## src/rtl/umd_pkg.sv

```systemverilog
package umd_pkg;
   typedef enum logic [1:0] {
      SP_CODE  = 2'd0,
      SP_DATA  = 2'd1,
      SP_SFR   = 2'd2,
      SP_XDATA = 2'd3
   } space_e;

   typedef enum logic [1:0] {
      RG_NONE  = 2'd0,
      RG_FLASH = 2'd1,
      RG_SRAM  = 2'd2,
      RG_REGS  = 2'd3
   } region_e;
endpackage

```

## src/rtl/umd_space_map.sv

```systemverilog
module umd_space_map
   import umd_pkg::*;
#(
   parameter int ADDR_W   = 16,
   parameter int REG_BASE = 16'hDF00
) (
   input  logic              clk,
   input  logic              rst_n,
   input  logic              req,
   input  space_e            space,
   input  logic [ADDR_W-1:0] addr,
   input  logic              indirect,
   input  logic              bit_acc,
   output logic [ADDR_W-1:0] uaddr,
   output logic              bit_en,
   output logic [2:0]        bit_idx
);
   localparam int PAD_W = ADDR_W - 8;
   localparam logic [ADDR_W-1:0] REG_V  = ADDR_W'(REG_BASE);
   localparam logic [ADDR_W-1:0] DATA_V = {{PAD_W{1'b1}}, 8'h00};
   localparam logic [ADDR_W-1:0] SFR_LO = ADDR_W'(REG_BASE + 128);
   localparam logic [ADDR_W-1:0] SFR_HI = ADDR_W'(REG_BASE + 255);
   localparam logic [ADDR_W-1:0] BIT_LO = DATA_V | ADDR_W'(8'h20);
   localparam logic [ADDR_W-1:0] BIT_HI = DATA_V | ADDR_W'(8'h2F);

   logic [7:0] lo;
   assign lo = addr[7:0];

   always_comb begin
      bit_en  = 1'b0;
      bit_idx = 3'd0;
      uaddr   = addr;
      if (bit_acc) begin
         bit_en  = 1'b1;
         bit_idx = lo[2:0];
         if (!lo[7]) uaddr = DATA_V | {{PAD_W{1'b0}}, 4'h2, lo[6:3]};
         else        uaddr = REG_V  | {{PAD_W{1'b0}}, lo[7:3], 3'b000};
      end else begin
         unique case (space)
            SP_CODE, SP_XDATA: uaddr = addr;
            SP_SFR:            uaddr = REG_V | {{PAD_W{1'b0}}, 1'b1, lo[6:0]};
            SP_DATA: begin
               if (!indirect && lo[7]) uaddr = REG_V  | {{PAD_W{1'b0}}, lo};
               else                    uaddr = DATA_V | {{PAD_W{1'b0}}, lo};
            end
            default:           uaddr = addr;
         endcase
      end
   end

   AST_SFR_IN_WINDOW: assert property (@(posedge clk) disable iff (!rst_n)
      (req && !bit_acc && space == SP_SFR) |-> (uaddr >= SFR_LO && uaddr <= SFR_HI));
   AST_LOW_DATA_SRAM: assert property (@(posedge clk) disable iff (!rst_n)
      (req && !bit_acc && space == SP_DATA && !addr[7]) |-> (uaddr[ADDR_W-1:8] == {PAD_W{1'b1}}));
   AST_LOW_BIT_AREA: assert property (@(posedge clk) disable iff (!rst_n)
      (req && bit_acc && !addr[7]) |-> (uaddr >= BIT_LO && uaddr <= BIT_HI));
endmodule

```

## src/rtl/umd_region.sv

```systemverilog
module umd_region
   import umd_pkg::*;
#(
   parameter int ADDR_W      = 16,
   parameter int FLASH_BYTES = 32768,
   parameter int SRAM_BYTES  = 4096,
   parameter int REG_BASE    = 16'hDF00
) (
   input  logic [ADDR_W-1:0] uaddr,
   output region_e           region
);
   localparam int SRAM_BASE = (2 ** ADDR_W) - SRAM_BYTES;
   localparam logic [ADDR_W:0] FL_END = (ADDR_W+1)'(FLASH_BYTES);
   localparam logic [ADDR_W:0] RG_LO  = (ADDR_W+1)'(REG_BASE);
   localparam logic [ADDR_W:0] RG_END = (ADDR_W+1)'(REG_BASE + 256);
   localparam logic [ADDR_W:0] SR_LO  = (ADDR_W+1)'(SRAM_BASE);

   if (FLASH_BYTES > REG_BASE) begin : g_bad_flash
      $error("flash overlaps the register window");
   end
   if (REG_BASE + 256 > SRAM_BASE) begin : g_bad_sram
      $error("register window overlaps SRAM");
   end
   if ((REG_BASE % 256) != 0) begin : g_bad_align
      $error("register window base must be 256-byte aligned");
   end
   if (SRAM_BYTES < 256) begin : g_bad_small
      $error("SRAM must hold the 256-byte internal data area");
   end

   logic [ADDR_W:0] a;
   assign a = {1'b0, uaddr};

   always_comb begin
      if (a < FL_END)                    region = RG_FLASH;
      else if (a >= RG_LO && a < RG_END) region = RG_REGS;
      else if (a >= SR_LO)               region = RG_SRAM;
      else                               region = RG_NONE;
   end
endmodule

```

## src/rtl/umd_bus_arb.sv

```systemverilog
module umd_bus_arb
   import umd_pkg::*;
(
   input  logic   clk,
   input  logic   rst_n,
   input  logic   acc_req,
   input  logic   acc_bit,
   input  space_e space,
   input  logic   pf_req,
   output logic   pf_stall,
   output logic   pf_grant
);
   logic bus_claim;
   assign bus_claim = acc_req && !acc_bit && (space == SP_CODE || space == SP_XDATA);
   assign pf_stall  = bus_claim;
   assign pf_grant  = pf_req && !bus_claim;

   AST_ONE_BUS_OWNER: assert property (@(posedge clk) disable iff (!rst_n)
      !(pf_grant && pf_stall));
   AST_PF_RESUMES: assert property (@(posedge clk) disable iff (!rst_n)
      ($fell(pf_stall) && pf_req) |-> pf_grant);
   AST_DATA_KEEPS_BUS: assert property (@(posedge clk) disable iff (!rst_n)
      (acc_req && space == SP_DATA && pf_req) |-> pf_grant);
endmodule

```

## src/rtl/umd_top.sv

```systemverilog
module umd_top
   import umd_pkg::*;
#(
   parameter int ADDR_W   = 16,
   parameter int FLASH_KB = 32,
   parameter int SRAM_KB  = 4,
   parameter int REG_BASE = 16'hDF00,
   parameter bit OUT_REG  = 1'b1
) (
   input  logic              clk,
   input  logic              rst_n,
   input  logic              acc_req,
   input  logic [1:0]        acc_space,
   input  logic [ADDR_W-1:0] acc_addr,
   input  logic              acc_indirect,
   input  logic              acc_wr,
   input  logic              acc_bit,
   input  logic              pf_req,
   output logic              pf_stall,
   output logic              pf_grant,
   output logic              out_valid,
   output logic [ADDR_W-1:0] out_addr,
   output logic [1:0]        out_region,
   output logic              out_bit_en,
   output logic [2:0]        out_bit_idx,
   output logic              out_we,
   output logic              out_wr_ignored
);
   localparam int FLASH_BYTES = FLASH_KB * 1024;
   localparam int SRAM_BYTES  = SRAM_KB * 1024;
   localparam logic [ADDR_W:0] FL_END = (ADDR_W+1)'(FLASH_BYTES);

   if (ADDR_W != 16) begin : g_bad_width
      $error("unified map is 16 bits wide");
   end
   if (FLASH_KB != 8 && FLASH_KB != 16 && FLASH_KB != 32) begin : g_bad_fkb
      $error("flash size must be 8, 16 or 32 KB");
   end
   if (SRAM_KB != 1 && SRAM_KB != 2 && SRAM_KB != 4) begin : g_bad_skb
      $error("SRAM size must be 1, 2 or 4 KB");
   end

   space_e            space;
   logic [ADDR_W-1:0] uaddr;
   logic              bit_en;
   logic [2:0]        bit_idx;
   region_e           region;
   logic              blocked;
   logic              we_n;
   logic              ign_n;

   assign space = space_e'(acc_space);

   umd_space_map #(.ADDR_W(ADDR_W), .REG_BASE(REG_BASE)) u_map (
      .clk(clk), .rst_n(rst_n), .req(acc_req), .space(space), .addr(acc_addr),
      .indirect(acc_indirect), .bit_acc(acc_bit),
      .uaddr(uaddr), .bit_en(bit_en), .bit_idx(bit_idx));

   umd_region #(.ADDR_W(ADDR_W), .FLASH_BYTES(FLASH_BYTES), .SRAM_BYTES(SRAM_BYTES),
                .REG_BASE(REG_BASE)) u_region (
      .uaddr(uaddr), .region(region));

   umd_bus_arb u_arb (
      .clk(clk), .rst_n(rst_n), .acc_req(acc_req), .acc_bit(acc_bit), .space(space),
      .pf_req(pf_req), .pf_stall(pf_stall), .pf_grant(pf_grant));

   assign blocked = (region == RG_FLASH);
   assign we_n    = acc_req && acc_wr && !blocked;
   assign ign_n   = acc_req && acc_wr && blocked;

   if (OUT_REG) begin : g_out_reg
      always_ff @(posedge clk or negedge rst_n) begin
         if (!rst_n) begin
            out_valid      <= 1'b0;
            out_addr       <= '0;
            out_region     <= RG_NONE;
            out_bit_en     <= 1'b0;
            out_bit_idx    <= 3'd0;
            out_we         <= 1'b0;
            out_wr_ignored <= 1'b0;
         end else begin
            out_valid      <= acc_req;
            out_addr       <= uaddr;
            out_region     <= region;
            out_bit_en     <= acc_req && bit_en;
            out_bit_idx    <= bit_idx;
            out_we         <= we_n;
            out_wr_ignored <= ign_n;
         end
      end

      AST_FLASH_WR_BLOCKED: assert property (@(posedge clk) disable iff (!rst_n)
         (acc_req && acc_wr && !acc_bit && (space == SP_CODE || space == SP_XDATA)
          && ({1'b0, acc_addr} < FL_END)) |=> (out_wr_ignored && !out_we));
      AST_IGN_NEEDS_WRITE: assert property (@(posedge clk) disable iff (!rst_n)
         out_wr_ignored |-> $past(acc_req && acc_wr));
      AST_VALID_LATENCY: assert property (@(posedge clk) disable iff (!rst_n)
         out_valid == $past(acc_req));
      AST_SRAM_WRITE_PASSES: assert property (@(posedge clk) disable iff (!rst_n)
         (acc_req && acc_wr && !acc_bit && space == SP_XDATA && (&acc_addr[ADDR_W-1:ADDR_W-4]))
         |=> (out_we && !out_wr_ignored));
   end else begin : g_out_comb
      assign out_valid      = acc_req;
      assign out_addr       = uaddr;
      assign out_region     = region;
      assign out_bit_en     = acc_req && bit_en;
      assign out_bit_idx    = bit_idx;
      assign out_we         = we_n;
      assign out_wr_ignored = ign_n;
   end
endmodule

```

## config.mk

```make
export PLATFORM = sky130hd
export DESIGN_NAME = umd_top
export DESIGN_NICKNAME = d
export VERILOG_FILES = /design/src/rtl/umd_pkg.sv /design/src/rtl/umd_space_map.sv /design/src/rtl/umd_region.sv /design/src/rtl/umd_bus_arb.sv /design/src/rtl/umd_top.sv
export SDC_FILE = /design/constraint.sdc
export NUM_CORES = 1
export LEC_CHECK = 0
export CORE_ASPECT_RATIO = 1.4
export CORE_MARGIN = 2
export CORE_UTILIZATION = 30
export CTS_BUF_LIST = sky130_fd_sc_hd__clkbuf_8 sky130_fd_sc_hd__clkbuf_16
export DETAILED_ROUTE_END_ITERATION = 12
export SLEW_MARGIN = 0
export SYNTH_ARGS = -nofsm -noshare
export SYNTH_HDL_FRONTEND = slang
export SYNTH_SLANG_ARGS = --single-unit
```

## constraint.sdc

```tcl
create_clock -name clk -period 2.7 [get_ports clk]
set_clock_uncertainty 0.15 [all_clocks]
set_input_delay 0.54 -clock clk [delete_from_list [all_inputs] [get_ports clk]]
set_output_delay 0.54 -clock clk [all_outputs]
set_load 0.02 [all_outputs]
```

==> metrics, run 1 <==
outcome=finished clean; global-route wire length before repair=3.26 mm; power density over cell area=510 nW/um^2; Seq cells post-synth=25; initial antenna violation count=0; gr ovfl total=0; CP max stage delay=0.48 ns; Initial Util=0.310; worst-path cell chain=clkdlybuf4s50_1 -> inv_1 -> ha_1 -> inv_2 -> nor2_2 -> and2_1 -> nor2b_1 -> buf_4; routed vias/inst=4.27; Lkg Pwr=0.689 nW; Setup crit start=acc_space[0]; vias in the first global route=725; pins over their slew limit=0; Slew @ Worst Pin=0.298 ns; multi-input logic area=299 sq um; Main synth FF type=dfrtp_1; area delta synth->final=65.7%; # H-tree levels=1; Bufs on Longest Clock Path=2; switching power=0.000204 W; Crit path max-delay family=buffers and inverters; crit-path max FO=2; crit path kind=input pin to primary output; crit path to=pf_grant; DRT Pass-1 Iters=4; Post-Synthesis Mean Instance Area=12.1 sq um; Rel. slew slack=0.802; max frequency=384 MHz; sequential fraction of the synthesis area=0.652; Synth area leader=dfrtp_1; setup TNS=0 ns; RSZ-0062 raised after global routing=no; fraction of layout cells with a size suffix above 1=0.181; DR vias=755; routed wire length=1.99 mm; Hold-fix buffers, CTS=0; fin crit period=2.60 ns; combinational power share=0.237; filler instances=300; HPWL after DPL=1.61 mm; Yosys warnings=0; commonest cells in the netlist=dfrtp_1 (25), inv_1 (8), nand2_1 (7), or2_2 (7); core area=3090 sq um; main area contributors after synthesis=dfrtp_1 (65%), or2_2 (4.6%), and2_1 (3.3%); worst slack at placement=-0.399 ns; area fraction of the dominant cell type after synthesis=0.652; non-filler cells, final=177; GRT Util Overall=0.116; Die H=70.9 um; top-count cell post-synth=dfrtp_1; fin util=0.514; Reg power frac=0.499; placed cells=173; internal power=0.000606 W; fin nets=166; Critical path buffers and inverters=4; Synth Instances=79; WP data arrival=1.91 ns; antenna cells=0; Hold Vio Cnt, Final=0; fin crit share=0.963; Synthesized Nets=106; Die Area=3670 sq um; switching part of the total power=0.252; I/O pin cnt=52; setup slack after layout=0.0989 ns; Clock Sinks=25; largest net degree at the start of global routing=26; Synth Cell Area=960 sq um; drt wl/cell=11.2 um; Rows=24; Stages on worst setup path=8; asr flop ratio synth=1.00; total CTS buffers=3; Post-synth EDFFs=0; clock-pin slew of the registers on the worst-case setup and hold paths=0.08 ns; chip width=51.8 um; Port Buffer Count=51; Reg area=626 sq um; final-report setup violation count=0; clk root buf=clkbuf_8; Yosys cell types=22; DR iter-0 viols=13; RePlAce Congestion=0.706; number of remaining DRC errors=0; crit path max-delay cell type=clkdlybuf4s50_1; VDD IR max=284 uV; crit path launch type=input pin; CTS tree=yes; Worst EP required=2.01 ns; min-delay worst type=input pin to asynchronous set/reset pin; maxcap violations=0; number of nets with antenna violations after routing=0; CP endpoint kind=primary output; postcts setup bufs=0; clock share of power=0.263
through the flow:
stage	power, W	hold WS (ns)	area [sq um]
after floorplan	0.000492	0.0944	960
after global placement	0.000605	0.774	1550
after detailed placement	0.000608	0.772	1550
after CTS	0.000820	0.494	1590
after global routing	0.000854	0.505	1590
final	0.000811	0.483	1590
registers in the layout, summed over array words and instances, names as in the netlist:
| register | cells |
|---|---|
| out_addr | 16 |
| out_bit_idx | 3 |
| out_region | 2 |
| out_bit_en | 1 |
| out_valid | 1 |
| out_we | 1 |
| out_wr_ignored | 1 |
kinds of logic (layout without fill, tap and decap cells):
family / Yosys count / in the layout / share of synthesized area
AO/OA/AOI/OAI: 9 / 9 / 0.0834
adder cells (fa/ha/maj): 2 / 2 / 0.0261
buffers and inverters: 9 / 68 / 0.0391
flip-flops: 25 / 25 / 0.652
multiplexers: 1 / 1 / 0.0117
AND/OR/NAND/NOR: 33 / 33 / 0.188
power groups by stage:
| stage | Sequential (W) | Clock [W] | Combinational [W] |
|---|---|---|---|
| after floorplan | 0.000446 | 0 | 0.0000465 |
| after global placement | 0.000413 | 0 | 0.000193 |
| after detailed placement | 0.000413 | 0 | 0.000195 |
| after CTS | 0.000405 | 0.000219 | 0.000195 |
| after global routing | 0.000408 | 0.000239 | 0.000208 |
| final | 0.000405 | 0.000214 | 0.000192 |
how the worst min path moves through the flow:
stage | start | endpoint | slack (ns) | cells after the start
5_1_grt | rst_n | out_addr[11] | 0.50 | 2
3_3_place_gp | rst_n | out_addr[5] | 0.77 | 2
6_report | rst_n | out_addr[11] | 0.48 | 2
3_5_place_dp | rst_n | out_addr[5] | 0.77 | 2
4_1_cts | rst_n | out_bit_en | 0.49 | 2
2_1_floorplan | rst_n | out_addr[0] | 0.09 | 0
layout make-up:
type,instances,area share
clock buffers,3,0.0260
clock inverters,1,0.00315
inverters,8,0.0189
multi-input cells,45,0.188
flip-flops and latches,25,0.393
well taps,39,0.0307
repair buffers,56,0.340
placed cells by master (no fill, tap or decap), types with 2 or more instances in the layout:
cell             count
o21ai_0              4
nor2b_1              3
dfrtp_1             25
buf_4                6
inv_1                7
clkdlybuf4s50_1     49
or2_2                7
nor2_1               4
and2_1               5
nor2_2               2
ha_1                 2
clkbuf_8             3
nand2_1              7
per-layer routing:
layer  vias to the layer above  global-route usage  routed length, um
li1                        368                   -                  -
met1                       357               0.128                708
met2                        28               0.212               1140
met3                         2              0.0253                123
met4                         0              0.0439                 14
met5                         -                   0                  0
repair_timing:
item                       4_1_cts  5_1_grt
hold endpoints to repair         0        0
cloned                           0        0
pin swaps                        0        0
setup endpoints to repair        2        2
resized for setup                8        3
(Power assumes the default switching activity.)
==> inputs of run 2 (changes only) <==
--- a/config.mk
+++ b/config.mk
@@ -5,11 +5,14 @@
 export SDC_FILE = /design/constraint.sdc
 export NUM_CORES = 1
 export LEC_CHECK = 0
+export CELL_PAD_IN_SITES_DETAIL_PLACEMENT = 0
+export CELL_PAD_IN_SITES_GLOBAL_PLACEMENT = 1
 export CORE_ASPECT_RATIO = 1.4
 export CORE_MARGIN = 2
 export CORE_UTILIZATION = 30
 export CTS_BUF_LIST = sky130_fd_sc_hd__clkbuf_8 sky130_fd_sc_hd__clkbuf_16
 export DETAILED_ROUTE_END_ITERATION = 12
+export PLACE_DENSITY_LB_ADDON = 0.1
 export SLEW_MARGIN = 0
 export SYNTH_ARGS = -nofsm -noshare
 export SYNTH_HDL_FRONTEND = slang
==> run 2 against run 1 <==
Hold slack improved by 0.0040 ns. Critical path depth unchanged. Power increased by 0.34%. Clock-buffer cell count unchanged. Critical path type unchanged. Final area increased by 0.79%. Clock power about the same. Via count decreased by 1.5%. Sequential power about the same. Cell count unchanged. Fmax increased by 0.68%.
==> metrics, run 2 (synthesis results as in run 1) <==
number of nets with antenna violations after routing=0 (unchanged); power density over cell area=508 nW/um^2 (-0.44%); HPWL after DPL=1.60 mm (-0.60%); pins over their slew limit=0 (unchanged); total CTS buffers=3 (unchanged); placed cells=173 (unchanged); fin nets=166 (unchanged); clk root buf=clkbuf_8; I/O pin cnt=52 (unchanged); Tot Pwr=0.000814 W (+0.34%); Hold Vio Cnt, Final=0 (unchanged); DR iter-0 viols=2 (-11); outcome=finished clean; min-delay worst type=input pin to asynchronous set/reset pin; CP max stage delay=0.49 ns (about the same); drt wl/cell=11.3 um (+0.35%); # H-tree levels=1 (unchanged); DR vias=744 (-1.5%); antenna cells=0 (unchanged); maxcap violations=0 (unchanged); Initial Util=0.310 (unchanged); fin crit period=2.58 ns (-0.0176 ns); Rows=24 (unchanged); initial antenna violation count=0 (unchanged); chip width=51.8 um (unchanged); Rel. slew slack=0.795 (-0.00678); Most flops, register=out_addr; clock-pin slew of the registers on the worst-case setup and hold paths=0.09 ns (about the same); gr ovfl total=0 (unchanged); crit path launch type=input pin; crit path max-delay cell type=clkdlybuf4s50_1; final-report setup violation count=0 (unchanged); RePlAce Congestion=0.639 (-9.5%); max FFs per register=16 (unchanged); commonest non-fill, non-tap cells in the layout=clkdlybuf4s50_1 (49), dfrtp_1 (25), inv_1 (7), or2_2 (7), nand2_1 (7); number of remaining DRC errors=0 (unchanged); Lkg Pwr=0.689 nW (about the same); non-filler cells, final=177 (unchanged); worst-path cell chain=clkdlybuf4s50_1 -> inv_1 -> ha_4 -> inv_2 -> nor2_2 -> and2_1 -> nor2b_1 -> buf_4; DRT Pass-1 Iters=2 (-2); CP endpoint kind=primary output; fraction of layout cells with a size suffix above 1=0.188 (+0.00725); global-route wire length before repair=3.39 mm (+4.0%); largest net degree at the start of global routing=26 (unchanged); area delta synth->final=67.0%; fin crit share=0.957 (-0.00651); RSZ-0062 raised after global routing=no; top flop regs=out_addr: 16 flops, out_bit_idx: 3 flops, out_region: 2 flops; CTS tree=yes; Die Area=3670 sq um (unchanged); Worst EP required=2.01 ns (about the same); Bufs on Longest Clock Path=2 (unchanged); routed vias/inst=4.20 (-1.5%); GRT Util Overall=0.121 (+0.00503); crit path kind=input pin to primary output; VDD IR max=287 uV (+0.84%); routed wire length=1.99 mm (+0.35%); fin util=0.518 (+0.00404); Slew @ Worst Pin=0.308 ns (+0.0102 ns); vias in the first global route=808 (+11%); core area=3090 sq um (unchanged); Die H=70.9 um (unchanged); commonest non-fill, non-tap cell in the layout=clkdlybuf4s50_1; crit-path max FO=2 (unchanged); Clock Sinks=25 (unchanged); Port Buffer Count=51 (unchanged); WP data arrival=1.89 ns (-0.02 ns); max frequency=387 MHz (+0.68%)
## run 2: cell type report
type                       count  area (sq um)
inverter                       8          30.0
fill                         309          1490
clock buffer                   3          41.3
multi-input combinational     45           312
tap                           39          48.8
sequential                    25           626
timing repair buffer          56           541
clock inverter                 1          5.00
## run 2: how the worst max path moves through the flow
stage / startpoint / to / slack [ns] / depth (start not counted)
6_report: acc_space[0] / pf_grant / 0.12 / 8
5_1_grt: acc_space[0] / pf_grant / 0.02 / 8
4_1_cts: acc_space[0] / pf_grant / 0.05 / 8
3_5_place_dp: acc_space[0] / pf_grant / -0.42 / 8
3_3_place_gp: acc_space[0] / pf_grant / -0.37 / 8
2_1_floorplan: acc_space[0] / pf_grant / 0.35 / 6
## run 2: power by group
group	internal, W	total (W)	switching (W)
Sequential	0.000398	0.000405	0.00000622
Clock	0.000103	0.000215	0.000112
Combinational	0.000106	0.000194	0.0000881
Total	0.000608	0.000814	0.000206
## run 2: critical path, delay by kind of cell
kind | cells | cell delay [ns]
buf+inv | 4 | 0.75
simple gates | 3 | 0.34
fa+ha+maj | 1 | 0.27
## run 2: per-layer routing
layer | GRT usage | up-vias | share of wire
li1 | - | 366 | -
met1 | 0.137 | 345 | 0.35
met2 | 0.221 | 31 | 0.56
met3 | 0.0232 | 2 | 0.082
met4 | 0.0439 | 0 | 0.0085
met5 | 0 | - | 0
## run 2: repair_timing
action | 4_1_cts | 5_1_grt
setup endpoints to repair | 2 | 1
resized for setup | 9 | 3
hold buffers | 0 | 0
buffers inserted | 0 | 0
## run 2: per-stage QoR
stage          instance area (sq um)  TNS [ns]  setup WS, ns  hold WS (ns)
2_1_floorplan                    960         0         0.352        0.0944
5_1_grt                         1600         0        0.0209         0.515
3_3_place_gp                    1550    -0.718        -0.366         0.778
6_report                        1600         0         0.117         0.487
4_1_cts                         1590         0        0.0466         0.499
3_5_place_dp                    1550    -0.839        -0.420         0.780
